==> src/rtl/splitscr_pkg.sv <==
// Package: shared types for the split-screen address generator.
// Assumes nothing beyond the SystemVerilog base types.
package splitscr_pkg;

    // Which of the two stacked regions is currently being fetched.
    typedef enum logic {
        SCR_TOP    = 1'b0,
        SCR_BOTTOM = 1'b1
    } scr_e;

    // Width of the byte that carries the low part of the screen 1 height.
    localparam int unsigned VS_LO_W = 8;

endpackage

==> src/rtl/splitscr_shadow.sv <==
// Module: splitscr_shadow
// Builds the screen 1 height from its two byte inputs. Holds frame-stable
// copies of the bases, stride and height, loaded only on frame_start.
// Assumes VS_W is greater than 8 and at most 16.
module splitscr_shadow #(
    parameter int unsigned ADDR_W   = 17,
    parameter int unsigned STRIDE_W = 12,
    parameter int unsigned VS_W     = 10
) (
    input  logic                clk,
    input  logic                rst_n,
    input  logic                frame_start,
    input  logic [ADDR_W-1:0]   cfg_s1,
    input  logic [ADDR_W-1:0]   cfg_s2,
    input  logic [STRIDE_W-1:0] cfg_stride,
    input  logic [7:0]          cfg_vs_lo,
    input  logic [7:0]          cfg_vs_hi,
    output logic [VS_W-1:0]     vs_live,
    output logic [ADDR_W-1:0]   sh_s2,
    output logic [STRIDE_W-1:0] sh_stride,
    output logic [VS_W-1:0]     sh_vs
);
    import splitscr_pkg::*;

    localparam int unsigned HI_W = VS_W - VS_LO_W;

    // Join the height bytes; the unused upper bits of the high byte are dropped.
    always_comb begin
        vs_live = {cfg_vs_hi[HI_W-1:0], cfg_vs_lo};
    end

    // Capture the configuration at each frame boundary.
    always_ff @(posedge clk) begin
        if (!rst_n) begin
            sh_s2     <= '0;
            sh_stride <= '0;
            sh_vs     <= '0;
        end else if (frame_start) begin
            sh_s2     <= cfg_s2;
            sh_stride <= cfg_stride;
            sh_vs     <= vs_live;
        end
    end

endmodule

==> src/rtl/splitscr_line_tracker.sv <==
// Module: splitscr_line_tracker
// Counts display lines in a frame and picks the active region. Works out the
// base address of the line that is starting. On frame_start it uses the live
// configuration, which is being shadowed on the same edge; on line_start it
// uses the shadow copies. Assumes ADDR_W >= STRIDE_W.
module splitscr_line_tracker #(
    parameter int unsigned ADDR_W   = 17,
    parameter int unsigned STRIDE_W = 12,
    parameter int unsigned VS_W     = 10
) (
    input  logic                clk,
    input  logic                rst_n,
    input  logic                frame_start,
    input  logic                line_start,
    input  logic [ADDR_W-1:0]   cfg_s1,
    input  logic [ADDR_W-1:0]   cfg_s2,
    input  logic [VS_W-1:0]     vs_live,
    input  logic [ADDR_W-1:0]   sh_s2,
    input  logic [STRIDE_W-1:0] sh_stride,
    input  logic [VS_W-1:0]     sh_vs,
    output logic                base_load,
    output logic [ADDR_W-1:0]   base_nxt,
    output logic                scr_sel
);
    import splitscr_pkg::*;

    localparam logic [VS_W-1:0] LINE_MAX = '1;
    localparam int unsigned     PAD_W    = ADDR_W - STRIDE_W;

    logic [VS_W-1:0]   line_q;
    logic [VS_W-1:0]   line_nxt;
    logic [VS_W:0]     line_inc;
    logic [ADDR_W-1:0] base_q;
    logic [ADDR_W-1:0] stride_ext;
    scr_e              sel_q;
    scr_e              sel_nxt;

    // Widen the stride to the address width for the per-line step.
    always_comb begin
        stride_ext = {{PAD_W{1'b0}}, sh_stride};
    end

    // Next line index, region and base; frame start outranks line start.
    always_comb begin
        line_inc  = {1'b0, line_q} + 1'b1;
        line_nxt  = line_q;
        sel_nxt   = sel_q;
        base_nxt  = base_q;
        base_load = frame_start | line_start;
        if (frame_start) begin
            line_nxt = '0;
            if (vs_live == '0) begin
                sel_nxt  = SCR_BOTTOM;
                base_nxt = cfg_s2;
            end else begin
                sel_nxt  = SCR_TOP;
                base_nxt = cfg_s1;
            end
        end else if (line_start) begin
            line_nxt = (line_q == LINE_MAX) ? LINE_MAX : line_inc[VS_W-1:0];
            if ((sel_q == SCR_TOP) && (line_inc >= {1'b0, sh_vs})) begin
                sel_nxt  = SCR_BOTTOM;
                base_nxt = sh_s2;
            end else begin
                base_nxt = base_q + stride_ext;
            end
        end
    end

    // Register the line index, region and line base.
    always_ff @(posedge clk) begin
        if (!rst_n) begin
            line_q <= '0;
            sel_q  <= SCR_TOP;
            base_q <= '0;
        end else begin
            line_q <= line_nxt;
            sel_q  <= sel_nxt;
            base_q <= base_nxt;
        end
    end

    // Expose the active region as a plain bit.
    always_comb begin
        scr_sel = (sel_q == SCR_BOTTOM);
    end

endmodule

==> src/rtl/splitscr_fetch_ptr.sv <==
// Module: splitscr_fetch_ptr
// Word pointer inside a line. Reloads from the new line base when a line
// begins, otherwise steps by one per fetch. Wraps naturally at 2^ADDR_W.
// Assumes base_load already carries the frame/line priority.
module splitscr_fetch_ptr #(
    parameter int unsigned ADDR_W = 17
) (
    input  logic              clk,
    input  logic              rst_n,
    input  logic              base_load,
    input  logic [ADDR_W-1:0] base_nxt,
    input  logic              fetch,
    output logic [ADDR_W-1:0] mem_addr
);
    // Load the line base or advance one word; a load wins over a fetch.
    always_ff @(posedge clk) begin
        if (!rst_n) begin
            mem_addr <= '0;
        end else if (base_load) begin
            mem_addr <= base_nxt;
        end else if (fetch) begin
            mem_addr <= mem_addr + 1'b1;
        end
    end

endmodule

==> src/rtl/splitscr_addr_gen.sv <==
// Module: splitscr_addr_gen (top)
// Display-memory address generator for a two-region split screen. Screen 1
// fills the first H lines of each frame and screen 2 fills the rest.
// Assumes that the strobes are single-cycle pulses from the timing
// generator and that frame_start also marks the start of line 0.
module splitscr_addr_gen #(
    parameter int unsigned ADDR_W   = 17,
    parameter int unsigned STRIDE_W = 12,
    parameter int unsigned VS_W     = 10
) (
    input  logic                clk,
    input  logic                rst_n,
    input  logic                frame_start,
    input  logic                line_start,
    input  logic                fetch,
    input  logic [ADDR_W-1:0]   cfg_s1,
    input  logic [ADDR_W-1:0]   cfg_s2,
    input  logic [STRIDE_W-1:0] cfg_stride,
    input  logic [7:0]          cfg_vs_lo,
    input  logic [7:0]          cfg_vs_hi,
    output logic [ADDR_W-1:0]   mem_addr,
    output logic                scr_sel
);
    logic [VS_W-1:0]     vs_live;
    logic [ADDR_W-1:0]   sh_s2;
    logic [STRIDE_W-1:0] sh_stride;
    logic [VS_W-1:0]     sh_vs;
    logic                base_load;
    logic [ADDR_W-1:0]   base_nxt;

    splitscr_shadow #(
        .ADDR_W(ADDR_W), .STRIDE_W(STRIDE_W), .VS_W(VS_W)
    ) u_shadow (
        .clk        (clk),
        .rst_n      (rst_n),
        .frame_start(frame_start),
        .cfg_s1     (cfg_s1),
        .cfg_s2     (cfg_s2),
        .cfg_stride (cfg_stride),
        .cfg_vs_lo  (cfg_vs_lo),
        .cfg_vs_hi  (cfg_vs_hi),
        .vs_live    (vs_live),
        .sh_s2      (sh_s2),
        .sh_stride  (sh_stride),
        .sh_vs      (sh_vs)
    );

    splitscr_line_tracker #(
        .ADDR_W(ADDR_W), .STRIDE_W(STRIDE_W), .VS_W(VS_W)
    ) u_track (
        .clk        (clk),
        .rst_n      (rst_n),
        .frame_start(frame_start),
        .line_start (line_start),
        .cfg_s1     (cfg_s1),
        .cfg_s2     (cfg_s2),
        .vs_live    (vs_live),
        .sh_s2      (sh_s2),
        .sh_stride  (sh_stride),
        .sh_vs      (sh_vs),
        .base_load  (base_load),
        .base_nxt   (base_nxt),
        .scr_sel    (scr_sel)
    );

    splitscr_fetch_ptr #(
        .ADDR_W(ADDR_W)
    ) u_ptr (
        .clk      (clk),
        .rst_n    (rst_n),
        .base_load(base_load),
        .base_nxt (base_nxt),
        .fetch    (fetch),
        .mem_addr (mem_addr)
    );

endmodule

==> config.mk <==
export PLATFORM = sky130hd
export DESIGN_NAME = splitscr_addr_gen
export DESIGN_NICKNAME = d
export VERILOG_FILES = /design/src/rtl/splitscr_pkg.sv /design/src/rtl/splitscr_shadow.sv /design/src/rtl/splitscr_line_tracker.sv /design/src/rtl/splitscr_fetch_ptr.sv /design/src/rtl/splitscr_addr_gen.sv
export SDC_FILE = /design/constraint.sdc
export NUM_CORES = 1
export LEC_CHECK = 0
export BUFFER_PORTS_ARGS = -buffer_cell sky130_fd_sc_hd__buf_2
export CAP_MARGIN = 20
export CORE_MARGIN = 10
export CORE_UTILIZATION = 57
export CTS_CLUSTER_DIAMETER = 40
export CTS_CLUSTER_SIZE = 30
export DETAILED_ROUTE_END_ITERATION = 8
export GPL_TIMING_DRIVEN = 1
export PLACE_DENSITY = 0.78
export SETUP_SLACK_MARGIN = 0.3
export SYNTH_ARGS = -nofsm -noshare
export SYNTH_HDL_FRONTEND = slang
export SYNTH_HIERARCHICAL = 1
export SYNTH_SLANG_ARGS = --single-unit
==> constraint.sdc <==
create_clock -name clk -period 3.9 [get_ports clk]
set_input_delay 0.78 -clock clk [delete_from_list [all_inputs] [get_ports clk]]
set_output_delay 0.78 -clock clk [all_outputs]
set_load 0.02 [all_outputs]
; ---- Yosys cells after proc, flatten, opt, wreduce, memory -nomap -nowiden
; Index checks and enable logic that the tools add are counted.
; Widths: inputs -> output; s select.
[totals]
ff_bits = 84
inputBits = 67
elab_cells = 33
[op_classes]
addsub = 3
order_cmp = 1
n_eq_ne = 1
muxes = 11
n_bitwise = 3
n_reduce_logical = 7
[ops]
columns = op, n
row1 = $mux 17, 6
row2 = $add 17x1->17 const B, 1
row3 = $add 17x12->17, 1
row4 = $add 10x1->11 const B, 1
row5 = $ge 11x10->1, 1
row6 = $eq 10x10->1 const B, 1
row7 = $logic_not 10->1, 1
row8 = $mux 10, 1
row9 = $reduce_bool 2->1, 3
row10 = $mux 1, 4
row11 = $not 1->1, 2
row12 = $reduce_and 2->1, 1
row13 = $reduce_or 2->1, 1
row14 = $logic_and 1x1->1, 1
row15 = $or 1x1->1, 1

; ---- Longest topological paths before layout
[logic_depth]
word_depth = 7
ltp_mapped = 15

; ---- Modules after synthesis
; Netlist, hierarchy kept.
[modules_own_cells]
columns = module, instances, cells_each, area_each_um2, seq_area_each_um2
row1 = splitscr_line_tracker, 1, 383, 2812.7, 560.5
row2 = splitscr_shadow, 1, 136, 1564.0, 780.7
row3 = splitscr_fetch_ptr, 1, 102, 883.3, 340.3

; ---- Worst setup path before layout
; OpenSTA, ideal clock, no wires.
[synth_timing]
kind = register -> register
start = reg u_track.line_q[2]
end = reg u_ptr.mem_addr[3]
setup_time_ns = 0.070
arrival_ns = 2.825
setup_slack_ns = 1.005
stages_incl_launch_ff = 14
period_less_slack_ns = 2.895
cell_sequence = dfxtp_1 and3_1 nand3_1 nor2_1 nand3_1 xnor2_1 ha_1 nor2b_1 a211oi_4 o22ai_4 or4_1 nand3_1 o21ai_0 a21oi_1
[synth_between]
elab_chain_len = 7
[synth_lines]
columns = item, line_no
row1 = from (decl), splitscr_line_tracker.sv:30  ; logic [VS_W-1:0] line_q;
row2 = from (signal assigned), splitscr_line_tracker.sv:77  ; line_q <= line_nxt;
row3 = $add 10x1->11, splitscr_line_tracker.sv:45  ; line_inc = {1'b0, line_q} + 1'b1;
row4 = $ge 11x10->1, splitscr_line_tracker.sv:61  ; if ((sel_q == SCR_TOP) && (line_inc >= {1'b0, sh_vs})) begin
row5 = $logic_and 1x1->1, splitscr_line_tracker.sv:61
row6 = $mux 17, splitscr_line_tracker.sv:61
row7 = $mux 17, splitscr_line_tracker.sv:59  ; end else if (line_start) begin
row8 = $mux 17, splitscr_line_tracker.sv:50  ; if (frame_start) begin
row9 = net base_nxt[3], splitscr_addr_gen.sv:29  ; logic [ADDR_W-1:0] base_nxt;
row10 = $mux 17, splitscr_fetch_ptr.sv:19  ; end else if (base_load) begin
row11 = to (signal assigned), splitscr_fetch_ptr.sv:20  ; mem_addr <= base_nxt;
row12 = to (signal assigned), splitscr_fetch_ptr.sv:22  ; mem_addr <= mem_addr + 1'b1;
row13 = to (decl), splitscr_fetch_ptr.sv:13  ; output logic [ADDR_W-1:0] mem_addr
; The timed path passes the listed nets, and every way through them passes these cells.
; A chain may end at the register's enable or synchronous reset.

; ---- Worst setup path in the final report
[layout_timing]
start = reg u_track.line_q[0]
end = reg u_ptr.mem_addr[8]
; The elaborated chain is that of the path after synthesis.

==> results.md <==
* Setup WS pre-CTS at 505 ps
* GP Congestion at 0.932
* Final hold violations at 0
* Vias in the first global route at 4622
* Commonest cells after routing, fill and taps aside: dfxtp_1 (83), buf_2 (77), nand2_1 (55)
* Die area at approximately 0.013 sq mm
* Endpoints failing setup at 0
* Hold_sp: u_track/line_q[6]$_SDFFE_PP0P_
* Final Skew at 17.6 ps
* Max rail drop VDD at about 0.21 mV
* Synth Area in Adders at ~6.1%
* Post-CTS Resized at 0
* DRC at 0
* Area delta synth->final at 10.3%
* Worst hold path type: reg2reg
* Maxcap violations at 0
* CP Launch Type: flip-flop
* Top FF cell, synth: dfxtp_1
* P per Cell Area at between 300 and 400 mW/mm^2
* Post-synthesis mux area share at approximately 8%
* Slew @ Worst Pin at roughly 800 ps
* Worst EP arrival at 3660 ps
* Max Clk Rate at 295 MHz
* I/O Buffers at just under 80
* Site Rows at 34
* Synth Warn # at 6
* Netlist cell types at 61
* Commonest non-fill, non-tap cell in the layout: dfxtp_1
* Status: finished clean
* EDFF count, synth at 0
* R2R Setup Slk at 510 ps
* Post-synth ARST share at 0%
* Total power at 2.01 mW
* Largest family of logic cells by synthesized area: simple AND/OR/NAND/NOR gates
* Synth top area share at 32.0%
* Post-route cell area at 0.00580 sq mm
* Final WS setup at slightly above 500 ps
* Clock Path Buffers at 2
* Pin count of the biggest net entering global routing at between 50 and 60
* Fin crit share at between 80% and 90%
* Post-synth net total at 713
* Crit Path Category: reg2reg
* Grt total ovfl at 0
* Initial antenna violation count at 0
* Setup TNS at 0 ps
* Ant diodes at 0
* Syn Area/Cell at 8.47 sq um
* Hold Slack at 519 ps
* Die Wd at about 120 um
* Simple-Gate Fraction of Synth Area at a little over a fifth
* R2r startpoint: u_track/line_q[0]$_SDFFE_PP0P_
* Dpl cell area at approximately 0.0056 sq mm
* Nets@finish at 766
* Gr usage total at around 20%
* Core Util, Final at 65.6%
* Fin cells at 787
* DIE HEIGHT at 116 um
* Clock Pin Slew Worst Setup and Hold Paths at 80 ps
* Post-synthesis cell area at 0.00526 sq mm
* Post-CTS Setup Bufs at 0
* Clk_lat worst skew at roughly 360 ps
* TritonRoute pass-1 iters at 5
* Total CTS buffers at 9
* Area leader, netlist: dfxtp_1
* Relative slew slack at 46.0%
* Starting DRT DRC Count at 358
* Critical Path RT at around 4200 ps
* Via Count at between 4k and 5k
* Starting density of the core at about three fifths
* Seq/Total Area, Yosys at 32.0%
* First-pass GRT wire length at 22100 um
* Area contributors post-synth: dfxtp_1 (32%), mux2i_1 (7.8%), ha_1 (5.7%)
* Crit path launch: u_track/line_q[0]$_SDFFE_PP0P_
* Fill cells at 742
* Static Leakage at 2.47 nW
* # hold bufs at CTS at 0
* Via-to-Cell Ratio at ~6.0
* Complex-gate fraction of the synthesized area at around a fifth
* H-tree depth at 3
* Final Max Tran Viols at 0
* Root buf cell: clkbuf_8
* Detail Placement HPWL at 9950 um
* Core area at 0.00885 sq mm
* CTS tree: yes
* Final ANT Viol Nets at 0
* Layout cell share with drive strength beyond 1 at 17.2%
* Area of the multi-input gates at 0.00326 sq mm
* Clock sink total at 84
* RSZ-0062 raised after global routing: false
* FF+latch area at 0.00168 sq mm
* I/O pin cnt at 85
* Worst setup EP type: flip-flop
* Drt total wl at 13400 um
* Final min period at 3390 ps
* Synthesized flop and latch total at 84
* Cell count after synthesis at 621
* CP max FO at 46
* XOR/XNOR Fraction of Synth Area at 6.16%
* Dpl cells at 771
* Wire per inst at 17.1 um
[metal layers]
metal  share of wire [%]  global-route usage, %
met4                 2.1                   7.09
met1                  45                   26.5
met5                   0                      0
met2                  47                   31.7
met3                 6.0                   4.08
[flip-flops by register name, indices dropped and copies added (netlist names)]
| register | count |
|---|---|
| u_track/scr_sel | 1 |
| u_shadow/sh_vs | 10 |
| u_shadow/sh_s2 | 17 |
| u_track/base_q | 17 |
| u_track/line_q | 10 |
| u_shadow/sh_stride | 12 |
| u_ptr/mem_addr | 17 |
[worst max-delay path, cell delays in order (launching register included)]
cell      delay (ps)
dfxtp_1          430
ha_1             280
and3_1           280
nand3_1          150
xnor2_1          160
ha_1             290
a21oi_1          110
o21ai_0           90
a21oi_1          300
o22ai_4          140
buf_12           190
o311ai_0         550
o21ai_0          180
a21oi_1          150
[where the power goes]
part	switching [mW]	total (mW)	leakage, nW	internal (mW)
Clock	0.312	0.641	0.102	0.329
Combinational	0.240	0.406	1.68	0.166
Sequential	0.0516	0.964	0.693	0.913
Total	0.604	2.01	2.47	1.41
[kinds of logic (layout without fill, tap and decap cells)]
kind of cell	after synthesis	count (layout)
XOR/XNOR	37	37
AO/OA/AOI/OAI	158	158
flip-flops	84	84
AND/OR/NAND/NOR	214	214
multiplexers	42	42
adder cells (fa/ha/maj)	25	25
buffers and inverters	61	119
[Yosys cell counts (12+ instances only)]
master	count
nand4_1	12
xnor2_1	19
nor2b_1	41
ha_1	24
xor2_1	18
buf_4	13
nand3_1	42
nor2_1	20
a31oi_1	12
clkbuf_1	17
dfxtp_1	84
o211ai_1	14
inv_1	17
nand2_1	55
mux2i_1	41
a21oi_1	46
o21ai_0	37
[final timing paths]
kind,endpoint,depth (start not counted)
max reg2reg,u_ptr/mem_addr[8]$_SDFFE_PN0P_,13
max,u_ptr/mem_addr[8]$_SDFFE_PN0P_,13
min reg2reg,u_track/line_q[6]$_SDFFE_PP0P_,2
min,u_track/line_q[6]$_SDFFE_PP0P_,2
[area by class of cell]
class	instances	share of cell area [%]
Tap cell	108	2.33
Timing Repair Buffer	85	7.89
Multi-Input combinational cell	476	56.1
Sequential cell	84	29.0
Clock buffer	12	2.67
Clock inverter	4	0.819
Inverter	18	1.16
(Power assumes the default switching activity.)
